**src/rtl/chansel_pkg.sv**
```systemverilog
package chansel_pkg;

    localparam int CH_COUNT   = 8;
    localparam int ADDR_W     = $clog2(CH_COUNT);
    localparam int PAIR_COUNT = CH_COUNT / 2;

    // Held bus state: enable plus channel number
    typedef struct packed {
        logic              en;
        logic [ADDR_W-1:0] addr;
    } sel_t;

    localparam int SEL_W = $bits(sel_t);

    typedef enum logic {
        BBM_HOLD,
        BBM_GAP
    } bbm_state_e;

    // True when switch idx is driven by the held selection
    function automatic logic ch_hit(input sel_t s, input int idx, input bit diff);
        logic [ADDR_W-2:0] lo;
        lo = s.addr[ADDR_W-2:0];
        if (diff)
            return s.en && (int'(lo) == (idx % PAIR_COUNT));
        return s.en && (int'(s.addr) == idx);
    endfunction

endpackage

```
**src/rtl/chansel_sync.sv**
```systemverilog
module chansel_sync #(
    parameter int           W       = 1,
    parameter int           STAGES  = 2,
    parameter logic [W-1:0] RST_VAL = '0
) (
    input  logic         clk,
    input  logic         rst,
    input  logic [W-1:0] d,
    output logic [W-1:0] q
);

    logic [W-1:0] stg [STAGES];

    always_ff @(posedge clk) begin
        if (rst) begin
            for (int i = 0; i < STAGES; i++) stg[i] <= RST_VAL;
        end else begin
            stg[0] <= d;
            for (int i = 1; i < STAGES; i++) stg[i] <= stg[i-1];
        end
    end

    assign q = stg[STAGES-1];

endmodule

```
**src/rtl/chansel_latch.sv**
```systemverilog
module chansel_latch
    import chansel_pkg::*;
(
    input  logic clk,
    input  logic rst,
    input  logic wr_s,
    input  logic clr_s,
    input  sel_t d_s,
    output sel_t q
);

    // Clear beats write; low strobe is transparent; high strobe holds
    always_ff @(posedge clk) begin
        if (rst || !clr_s)
            q <= '0;
        else if (!wr_s)
            q <= d_s;
    end

endmodule

```
**src/rtl/chansel_timing.sv**
```systemverilog
module chansel_timing
    import chansel_pkg::*;
#(
    parameter int WR_MIN_CYC  = 20,
    parameter int SETUP_CYC   = 20,
    parameter int HOLD_CYC    = 2,
    parameter int CLR_MIN_CYC = 20
) (
    input  logic clk,
    input  logic rst,
    input  logic wr_s,
    input  logic clr_s,
    input  sel_t d_s,
    output logic err
);

    localparam int LIM_A = (WR_MIN_CYC > SETUP_CYC) ? WR_MIN_CYC : SETUP_CYC;
    localparam int LIM   = (LIM_A > CLR_MIN_CYC) ? LIM_A : CLR_MIN_CYC;
    localparam int CW    = $clog2(LIM + 1);
    localparam int HW    = $clog2(HOLD_CYC + 1);
    localparam logic [CW-1:0] WR_LIM  = CW'(WR_MIN_CYC);
    localparam logic [CW-1:0] SU_LIM  = CW'(SETUP_CYC);
    localparam logic [CW-1:0] CLR_LIM = CW'(CLR_MIN_CYC);
    localparam logic [HW-1:0] HOLD_LD = HW'(HOLD_CYC - 1);

    logic          wr_q, clr_q;
    sel_t          d_q;
    logic [CW-1:0] wr_low_cnt, stable_cnt, clr_low_cnt;
    logic [HW-1:0] hold_cnt;

    logic wr_rise, clr_rise, d_chg;
    logic short_wr, short_su, hold_bad, short_clr;

    always_comb begin
        wr_rise   = wr_s && !wr_q;
        clr_rise  = clr_s && !clr_q;
        d_chg     = (d_s != d_q);
        short_wr  = wr_rise && clr_s && (wr_low_cnt < WR_LIM);
        short_su  = wr_rise && clr_s && (stable_cnt < SU_LIM);
        hold_bad  = clr_s && (wr_rise || (hold_cnt != '0)) && d_chg;
        short_clr = clr_rise && (clr_low_cnt < CLR_LIM);
    end

    always_ff @(posedge clk) begin
        if (rst) begin
            wr_q        <= 1'b1;
            clr_q       <= 1'b1;
            d_q         <= '0;
            wr_low_cnt  <= '0;
            stable_cnt  <= '0;
            clr_low_cnt <= '0;
            hold_cnt    <= '0;
            err         <= 1'b0;
        end else begin
            wr_q  <= wr_s;
            clr_q <= clr_s;
            d_q   <= d_s;
            wr_low_cnt  <= wr_s  ? '0 : ((wr_low_cnt  == '1) ? wr_low_cnt  : wr_low_cnt  + 1'b1);
            clr_low_cnt <= clr_s ? '0 : ((clr_low_cnt == '1) ? clr_low_cnt : clr_low_cnt + 1'b1);
            stable_cnt  <= d_chg ? '0 : ((stable_cnt  == '1) ? stable_cnt  : stable_cnt  + 1'b1);
            if (wr_rise)
                hold_cnt <= HOLD_LD;
            else if (hold_cnt != '0)
                hold_cnt <= hold_cnt - 1'b1;
            err <= err | short_wr | short_su | hold_bad | short_clr;
        end
    end

endmodule

```
**src/rtl/chansel_bbm.sv**
```systemverilog
module chansel_bbm
    import chansel_pkg::*;
#(
    parameter int W          = 8,
    parameter int BBM_CYCLES = 2
) (
    input  logic         clk,
    input  logic         rst,
    input  logic [W-1:0] target,
    output logic [W-1:0] sw
);

    localparam int GW = $clog2(BBM_CYCLES + 1);
    localparam logic [GW-1:0] GAP_LD = GW'(BBM_CYCLES - 1);

    bbm_state_e    state;
    logic [GW-1:0] gap_cnt;

    always_ff @(posedge clk) begin
        if (rst) begin
            state   <= BBM_HOLD;
            gap_cnt <= '0;
            sw      <= '0;
        end else begin
            case (state)
                BBM_HOLD: begin
                    if (target != sw) begin
                        if (sw == '0) begin
                            sw <= target;
                        end else begin
                            sw      <= '0;
                            gap_cnt <= GAP_LD;
                            state   <= BBM_GAP;
                        end
                    end
                end
                default: begin
                    if (gap_cnt == '0) begin
                        sw    <= target;
                        state <= BBM_HOLD;
                    end else begin
                        gap_cnt <= gap_cnt - 1'b1;
                    end
                end
            endcase
        end
    end

endmodule

```
**src/rtl/chansel_ctrl.sv**
```systemverilog
module chansel_ctrl
    import chansel_pkg::*;
#(
    parameter bit DIFF_MODE   = 1'b0,
    parameter int SYNC_STAGES = 2,
    parameter int BBM_CYCLES  = 2,
    parameter int WR_MIN_CYC  = 20,
    parameter int SETUP_CYC   = 20,
    parameter int HOLD_CYC    = 2,
    parameter int CLR_MIN_CYC = 20
) (
    input  logic                clk,
    input  logic                rst,
    input  logic                wr_n,
    input  logic                clr_n,
    input  logic [ADDR_W-1:0]   addr,
    input  logic                en,
    output logic [CH_COUNT-1:0] sw_on,
    output logic                timing_err
);

    logic [1:0]       ctrl_s;
    logic [SEL_W-1:0] sel_raw;
    sel_t             pin_sel, sel_s, sel_held;
    logic [CH_COUNT-1:0] target;

    assign pin_sel.en   = en;
    assign pin_sel.addr = addr;

    chansel_sync #(.W(2), .STAGES(SYNC_STAGES), .RST_VAL(2'b11)) u_ctrl_sync (
        .clk(clk), .rst(rst), .d({wr_n, clr_n}), .q(ctrl_s)
    );

    chansel_sync #(.W(SEL_W), .STAGES(SYNC_STAGES), .RST_VAL('0)) u_data_sync (
        .clk(clk), .rst(rst), .d(pin_sel), .q(sel_raw)
    );

    assign sel_s = sel_t'(sel_raw);

    chansel_latch u_latch (
        .clk(clk), .rst(rst), .wr_s(ctrl_s[1]), .clr_s(ctrl_s[0]),
        .d_s(sel_s), .q(sel_held)
    );

    chansel_timing #(
        .WR_MIN_CYC(WR_MIN_CYC), .SETUP_CYC(SETUP_CYC),
        .HOLD_CYC(HOLD_CYC), .CLR_MIN_CYC(CLR_MIN_CYC)
    ) u_timing (
        .clk(clk), .rst(rst), .wr_s(ctrl_s[1]), .clr_s(ctrl_s[0]),
        .d_s(sel_s), .err(timing_err)
    );

    generate
        for (genvar i = 0; i < CH_COUNT; i++) begin : g_dec
            assign target[i] = ch_hit(sel_held, i, DIFF_MODE);
        end
    endgenerate

    chansel_bbm #(.W(CH_COUNT), .BBM_CYCLES(BBM_CYCLES)) u_bbm (
        .clk(clk), .rst(rst), .target(target), .sw(sw_on)
    );

endmodule

```
**config.mk**
```make
export PLATFORM = sky130hd
export DESIGN_NAME = chansel_ctrl
export DESIGN_NICKNAME = d
export VERILOG_FILES = /design/src/rtl/chansel_pkg.sv /design/src/rtl/chansel_sync.sv /design/src/rtl/chansel_latch.sv /design/src/rtl/chansel_timing.sv /design/src/rtl/chansel_bbm.sv /design/src/rtl/chansel_ctrl.sv
export SDC_FILE = /design/constraint.sdc
export NUM_CORES = 1
export LEC_CHECK = 0
export BUFFER_PORTS_ARGS = -buffer_cell sky130_fd_sc_hd__buf_4
export CORE_AREA = 2 2 76 78
export CTS_BUF_LIST = sky130_fd_sc_hd__clkbuf_8
export DETAILED_ROUTE_END_ITERATION = 7
export DIE_AREA = 0 0 78 80
export PLACE_DENSITY = 0.6
export SLEW_MARGIN = 40
export SYNTH_ARGS = -nofsm -noshare
export SYNTH_HDL_FRONTEND = slang
export SYNTH_HIERARCHICAL = 1
export SYNTH_SLANG_ARGS = --single-unit
```
**constraint.sdc**
```tcl
create_clock -name clk -period 3.45 [get_ports clk]
set_clock_uncertainty 0.2 [all_clocks]
set_input_delay 0.5175 -clock clk [delete_from_list [all_inputs] [get_ports clk]]
set_output_delay 0.5175 -clock clk [all_outputs]
set_load 0.03 [all_outputs]
```
== After elaboration in Yosys (flattened, before gate mapping) ==
Memories as Yosys holds them, arrays and structs flattened.
Index checks and enable logic that the tools add are counted.

* Register bits after elaboration: 39
* RAM bits: 12
* Memories: 2

* Add/sub/neg operators: 5
* Order comparisons: 3
* Equality and inequality tests: 15
* Mux-type cells: 21
* Bitwise operators: 8
* Reductions and logical operators: 33

{| class="wikitable"
|+ Memory list
! memory !! depth !! width !! rd ports !! clocked after Yosys merged registers in !! wr ports !! line !! RTL
|-
| u_data_sync.stg || 2 || 4 || 2 || 0 || 2 || chansel_sync.sv:12 || <nowiki>logic [W-1:0] stg [STAGES];</nowiki>
|-
| u_ctrl_sync.stg || 2 || 2 || 2 || 0 || 2 || chansel_sync.sv:12 ||
|}

{| class="wikitable"
|+ Operator list
! kind !! number
|-
| two-way mux 8 bit || 4
|-
| logical AND 1 bit || 16
|-
| adder 5 x 1 -> 5 bit (second input constant) || 3
|-
| == test 5 bit (second input constant) || 3
|-
| less-than comparator 5 bit (second input constant) || 3
|-
| == test 3 bit (second input constant) || 4
|-
| two-way mux 2 bit || 6
|-
| two-way mux 1 bit || 9
|-
| logical NOT 8 bit || 1
|-
| two-way mux 4 bit || 2
|-
| != test 8 bit || 1
|-
| bitwise OR 1 bit || 8
|-
| OR reduction 2 bit || 4
|-
| == test 3 x 2 -> 1 bit (second input constant) || 2
|-
| nonzero test 2 bit || 3
|-
| != test 2 bit (second input constant) || 2
|-
| != test 4 bit || 1
|-
| subtractor 2 x 1 -> 2 bit (second input constant) || 2
|-
| == test 3 x 1 -> 1 bit (second input constant) || 1
|-
| logical NOT 1 bit || 3
|-
| logical NOT 3 bit || 1
|-
| AND reduction 3 bit || 1
|-
| logical NOT 2 bit || 1
|-
| logical OR 1 bit || 2
|-
| other kinds (2) || 2
|}

== Logic depth before layout (Yosys ltp) ==
* Word-level depth: 8
* Gate-level depth with buffers: 6
* Mapped depth without buffers: 6

== Cells and area by module ==
The synthesis kept the hierarchy.

{| class="wikitable"
|+ By module, submodules not included
! module !! times used !! cells each !! area each (µm²) !! sequential area each (µm²)
|-
| chansel_timing || 1 || 102 || 1028.5 || 480.5
|-
| chansel_bbm || 1 || 65 || 586.8 || 220.2
|-
| chansel_sync (u_data_sync) || 1 || 20 || 240.2 || 160.2
|-
| chansel_latch || 1 || 14 || 146.4 || 80.1
|-
| chansel_sync (u_ctrl_sync) || 1 || 10 || 120.1 || 80.1
|-
| chansel_ctrl || 1 || 8 || 96.3 || 0.0
|}

== Least setup slack after synthesis ==
OpenSTA, ideal clock, no wires.

* Path kind: register to register
* Start point: register u_latch/q[2] (netlist bit)
* End point: register u_bbm.sw[0]
* Library setup time: 0.072 ns
* Arrival: 1.730 ns
* Slack: 1.449 ns
* Stages on the path, launching flop included: 7
* Buffers on the path: 0
* Clock period less this slack: 2.001 ns
* Cells stage by stage: dfxtp_1 and4bb_2 xor2_1 nor4_1 nand2_1 o21ai_4 mux2i_1

* Longest elaborated chain between the ends: 5

{| class="wikitable"
|+ RTL lines
! item !! line !! RTL
|-
| start, declared || chansel_latch.sv:9 || <nowiki>output sel_t q</nowiki>
|-
| start signal, assigned || chansel_latch.sv:17 || <nowiki>q <= d_s;</nowiki>
|-
| == test 3 bit || chansel_pkg.sv:26 || <nowiki>return s.en && (int'(s.addr) == idx);</nowiki>
|-
| logical AND 1 bit || chansel_pkg.sv:26 ||
|-
| via target[2] || chansel_ctrl.sv:25 || <nowiki>logic [CH_COUNT-1:0] target;</nowiki>
|-
| != test 8 bit || chansel_bbm.sv:27 || <nowiki>if (target != sw) begin</nowiki>
|-
| nonzero test 2 bit (no source line) || -- ||
|-
| AND reduction 2 bit (no source line) || -- ||
|-
| end signal, assigned || chansel_bbm.sv:29 || <nowiki>sw <= target;</nowiki>
|-
| end signal, assigned || chansel_bbm.sv:39 || <nowiki>sw <= target;</nowiki>
|-
| end, declared || chansel_bbm.sv:10 || <nowiki>output logic [W-1:0] sw</nowiki>
|}

The timed path passes the listed nets, and every way through them passes these cells. The select of a mux whose other input is x is not followed.
A chain may end at the register's enable or synchronous reset.

== Worst setup path in the final report ==
Ends and elaborated chain as after synthesis.

==> PnR_summary.wiki <==
{| class="wikitable"
! Metric !! Value
|-
| Via count || 1437
|-
| Headroom to the max-slew limit || 67.3%
|-
| Sw Pwr || 0.264 mW
|-
| Die width || 78 um
|-
| Final Hold Violating Endpoints || 0
|-
| Setup repair after global routing missed its margin || false
|-
| Die area || 6240 um^2
|-
| Number of instances in the synthesized netlist || 219
|-
| Multi-input gate area || between 1000 and 1500 um^2
|-
| Transition time at the pin with the least slew margin || 488 ps
|-
| Global-route total usage across every layer || 12.0%
|-
| Sequential power share || 58.8%
|-
| Violation count after the first detailed-route iteration || 81
|-
| Wirelength per Cell || 11.1 um
|-
| # IOs || 17
|-
| FFs w/ async S/R, synth || 0%
|-
| Number of failing setup endpoints in the final timing report || 0
|-
| Number of levels the H-tree was split into || 2
|-
| Synthesized net count || 235
|-
| Fill cell count || 543
|-
| Clock period minus worst slack || approximately 2300 ps
|-
| Post-CTS setup-driven buffer insertion count || 0
|-
| Sequential element share of the synthesized area || 46.0%
|-
| Gp weighted congestion || approximately 0.83
|-
| # DRC || 0
|-
| Ant. Diodes || 0
|-
| Required time of the worst setup path || between 3000 and 4000 ps
|-
| Design Power || ~1.1 mW
|-
| Post-Route WL || 3380 um
|-
| Status || finished, final reports clean
|-
| Classification of the worst setup path || register to register
|-
| Worst path top cell family by delay || simple AND/OR/NAND/NOR gates
|-
| Vertical die dimension || 80 um
|-
| GR Overflow Total || 0
|-
| Maximum number of pins on one net before global-route repair || 36
|-
| Vias in the first global route || 1306
|-
| Arrival time of data at the critical path endpoint || 2280 ps
|-
| Count of synthesis-stage warnings from yosys || 6
|-
| Peak supply drop || 0.314 mV
|-
| Max Slew Vio Count || 0
|-
| Count of buffer and inverter cells on the critical path || 0
|-
| Setup TNS || 0 ps
|-
| Static power due to leakage || 1.10 nW
|-
| Antenna violations before repair || 0
|-
| Most used flip-flop cell after synthesis || sky130_fd_sc_hd__dfxtp_1
|-
| Fraction of layout instances using a drive strength above 1 || around 15%
|-
| Post-CTS resize count || 0
|-
| Clock Root Buffer || sky130_fd_sc_hd__clkbuf_8
|-
| Power per standard cell area || 438 nW/um^2
|-
| Chain of cells forming the critical path || and4bb_2 > xor2_1 > nor4_1 > nand2_1 > o21ai_4 > mux2i_1
|-
| Number of buffers on the longest clock path || 2
|-
| Worst reg2reg setup slack || 1190 ps
|-
| Number of different library cells in the post-synthesis netlist || 36
|-
| Post-layout nets || 248
|-
| Max-cap violations || 0
|-
| Worst setup SP type || register
|-
| Count of nets left with antenna violations after detail routing || 0
|-
| Worst-Skew Late Latency || 300 ps
|-
| Effective utilization at floorplan || 41.0%
|-
| Seq cells post-synth || 51
|-
| Critical path peak fanout || 9
|-
| Clk pin slew, worst setup/hold paths || 90 ps
|-
| Area growth, synth to finish || 10.5%
|-
| Switching part of the total power || around a quarter
|-
| Quantity of I/O buffers inserted on ports || 16
|-
| Hold_buf cts || 0
|-
| Cts bufs inserted || 5
|-
| First-pass GRT wire length || 5910 um
|-
| Ratio of final minimum period to clock period || 65.4%
|-
| Cell area after synthesis || 2220 um^2
|-
| Core Rows || 27
|-
| Clock tree from TritonCTS || yes
|-
| Post-synth EDFFs || 0
|-
| Type of destination of the critical path || register
|-
| Post-DP HPWL || 2390 um
|-
| Cell type of the slowest stage on the worst timing path || sky130_fd_sc_hd__dfxtp_1
|-
| HP Class || input port to register
|-
| Sequential standard cell area || 1020 um^2
|-
| Cell internal power dissipation || around 0.81 mW
|-
| Largest stage delay, worst path || 460 ps
|-
| Via density per instance || between 4 and 5
|-
| Floorplan core area || 5410 um^2
|-
| Achievable clock frequency || ~440 MHz
|-
| CTS Sinks || 51
|-
| Initial DRT Pass Iterations || 4
|-
| Post-synthesis average cell area || roughly 10 um^2
|-
| Part of the power in the clock network || 30.8%
|-
| Combinational power share || about 10%
|}
routing by layer:
metal  up-vias  wire length [um]  GRT usage [%]
li1        757                 -              -
met1       648              1850           16.6
met2        27              1360           17.5
met3         5               134           3.39
met4         0                41           4.74
met5         -                 0              0
cell families after synthesis:
kind of cell             after synthesis  synth area share, %
AO/OA/AOI/OAI                         12                 4.40
AND/OR/NAND/NOR                       93                 24.6
flip-flops                            51                 46.0
multiplexers                          18                 8.12
adder cells (fa/ha/maj)                8                 4.51
buffers and inverters                 15                 3.61
XOR/XNOR                              22                 8.69
area by class of cell:
class                   count  share of cell area [%]
repair buffers             16                    4.90
inverters                   5                   0.765
multi-input cells         153                    45.6
clock inverters             3                   0.663
clock buffers               5                    2.81
flip-flops and latches     51                    41.6
well taps                  72                    3.67
per-stage QoR:
step                      hold slack [ps]  cells  worst slack (ps)  instance area [um^2]  utilization, %
after floorplan                       183    219              1450                  2220               -
after global placement                187    297              1300                  2370            43.8
after detailed placement              191    297              1210                  2370            43.8
after CTS                             182    305              1200                  2450            45.4
after global routing                  179    305               925                  2450            45.4
final                                 192    305              1190                  2450            45.4
synthesized netlist by cell type, drive strengths merged, types with 2 or more instances:
cell	instances	area (um^2)
a21oi	2	10.0
and3	4	25.0
and4b	3	33.8
and4bb	3	37.5
buf	6	45.0
clkbuf	4	16.3
dfxtp	51	1020
ha	8	100
inv	5	18.8
mux2i	18	180
nand2	13	48.8
nand2b	9	56.3
nand4b	3	26.3
nor2	25	93.8
nor2b	17	106
nor4	4	25.0
o21ai	2	21.3
or2	6	37.5
or2b	2	15.0
xnor2	5	43.8
xor2	17	149
final timing paths:
kind                         start               endpoint  cells after the start
max reg2reg           u_latch/q[2]            u_bbm/sw[0]                      6
min                           wr_n  u_ctrl_sync/stg[0][1]                      2
max                   u_latch/q[2]            u_bbm/sw[0]                      6
min reg2reg  u_ctrl_sync/stg[0][1]  u_ctrl_sync/stg[0][3]                      1
cells in the final DEF, fill, tap and decap left out, types with 5 or more instances in the layout:
cell type / instances
sky130_fd_sc_hd__xnor2_1: 5
sky130_fd_sc_hd__nor2b_1: 17
sky130_fd_sc_hd__nand2_1: 13
sky130_fd_sc_hd__buf_4: 16
sky130_fd_sc_hd__xor2_1: 17
sky130_fd_sc_hd__dfxtp_1: 51
sky130_fd_sc_hd__mux2i_1: 18
sky130_fd_sc_hd__nor2_1: 25
sky130_fd_sc_hd__nand2b_1: 9
sky130_fd_sc_hd__ha_1: 8
sky130_fd_sc_hd__clkbuf_8: 5
sky130_fd_sc_hd__inv_1: 6
worst reg2reg max path: stages (launching register included):
cell and delay, ps:
sky130_fd_sc_hd__dfxtp_1 460, sky130_fd_sc_hd__and4bb_2 290, sky130_fd_sc_hd__xor2_1 140, sky130_fd_sc_hd__nor4_1 370, sky130_fd_sc_hd__nand2_1 150, sky130_fd_sc_hd__o21ai_4 340, sky130_fd_sc_hd__mux2i_1 230
power by group through the flow:
stage	clock (mW)	sequential (mW)	combinational, mW
5_1_grt	0.366	0.635	0.127
4_1_cts	0.343	0.633	0.113
2_1_floorplan	0	0.649	0.0829
3_3_place_gp	0	0.646	0.111
3_5_place_dp	0	0.647	0.112
6_report	0.331	0.632	0.111
registers in the layout (all words and copies together), names as in the netlist:
signal	flops
u_timing/clr_q	1
u_ctrl_sync/stg	4
u_timing/wr_q	1
u_bbm/gap_cnt	2
u_bbm/sw	8
u_timing/d_q	4
u_data_sync/stg	8
u_timing/err	1
u_timing/stable_cnt	5
u_bbm/state	1
u_timing/hold_cnt	2
u_timing/clr_low_cnt	5
u_latch/q	4
u_timing/wr_low_cnt	5
Note: power is estimated with default switching activity, not from simulation.
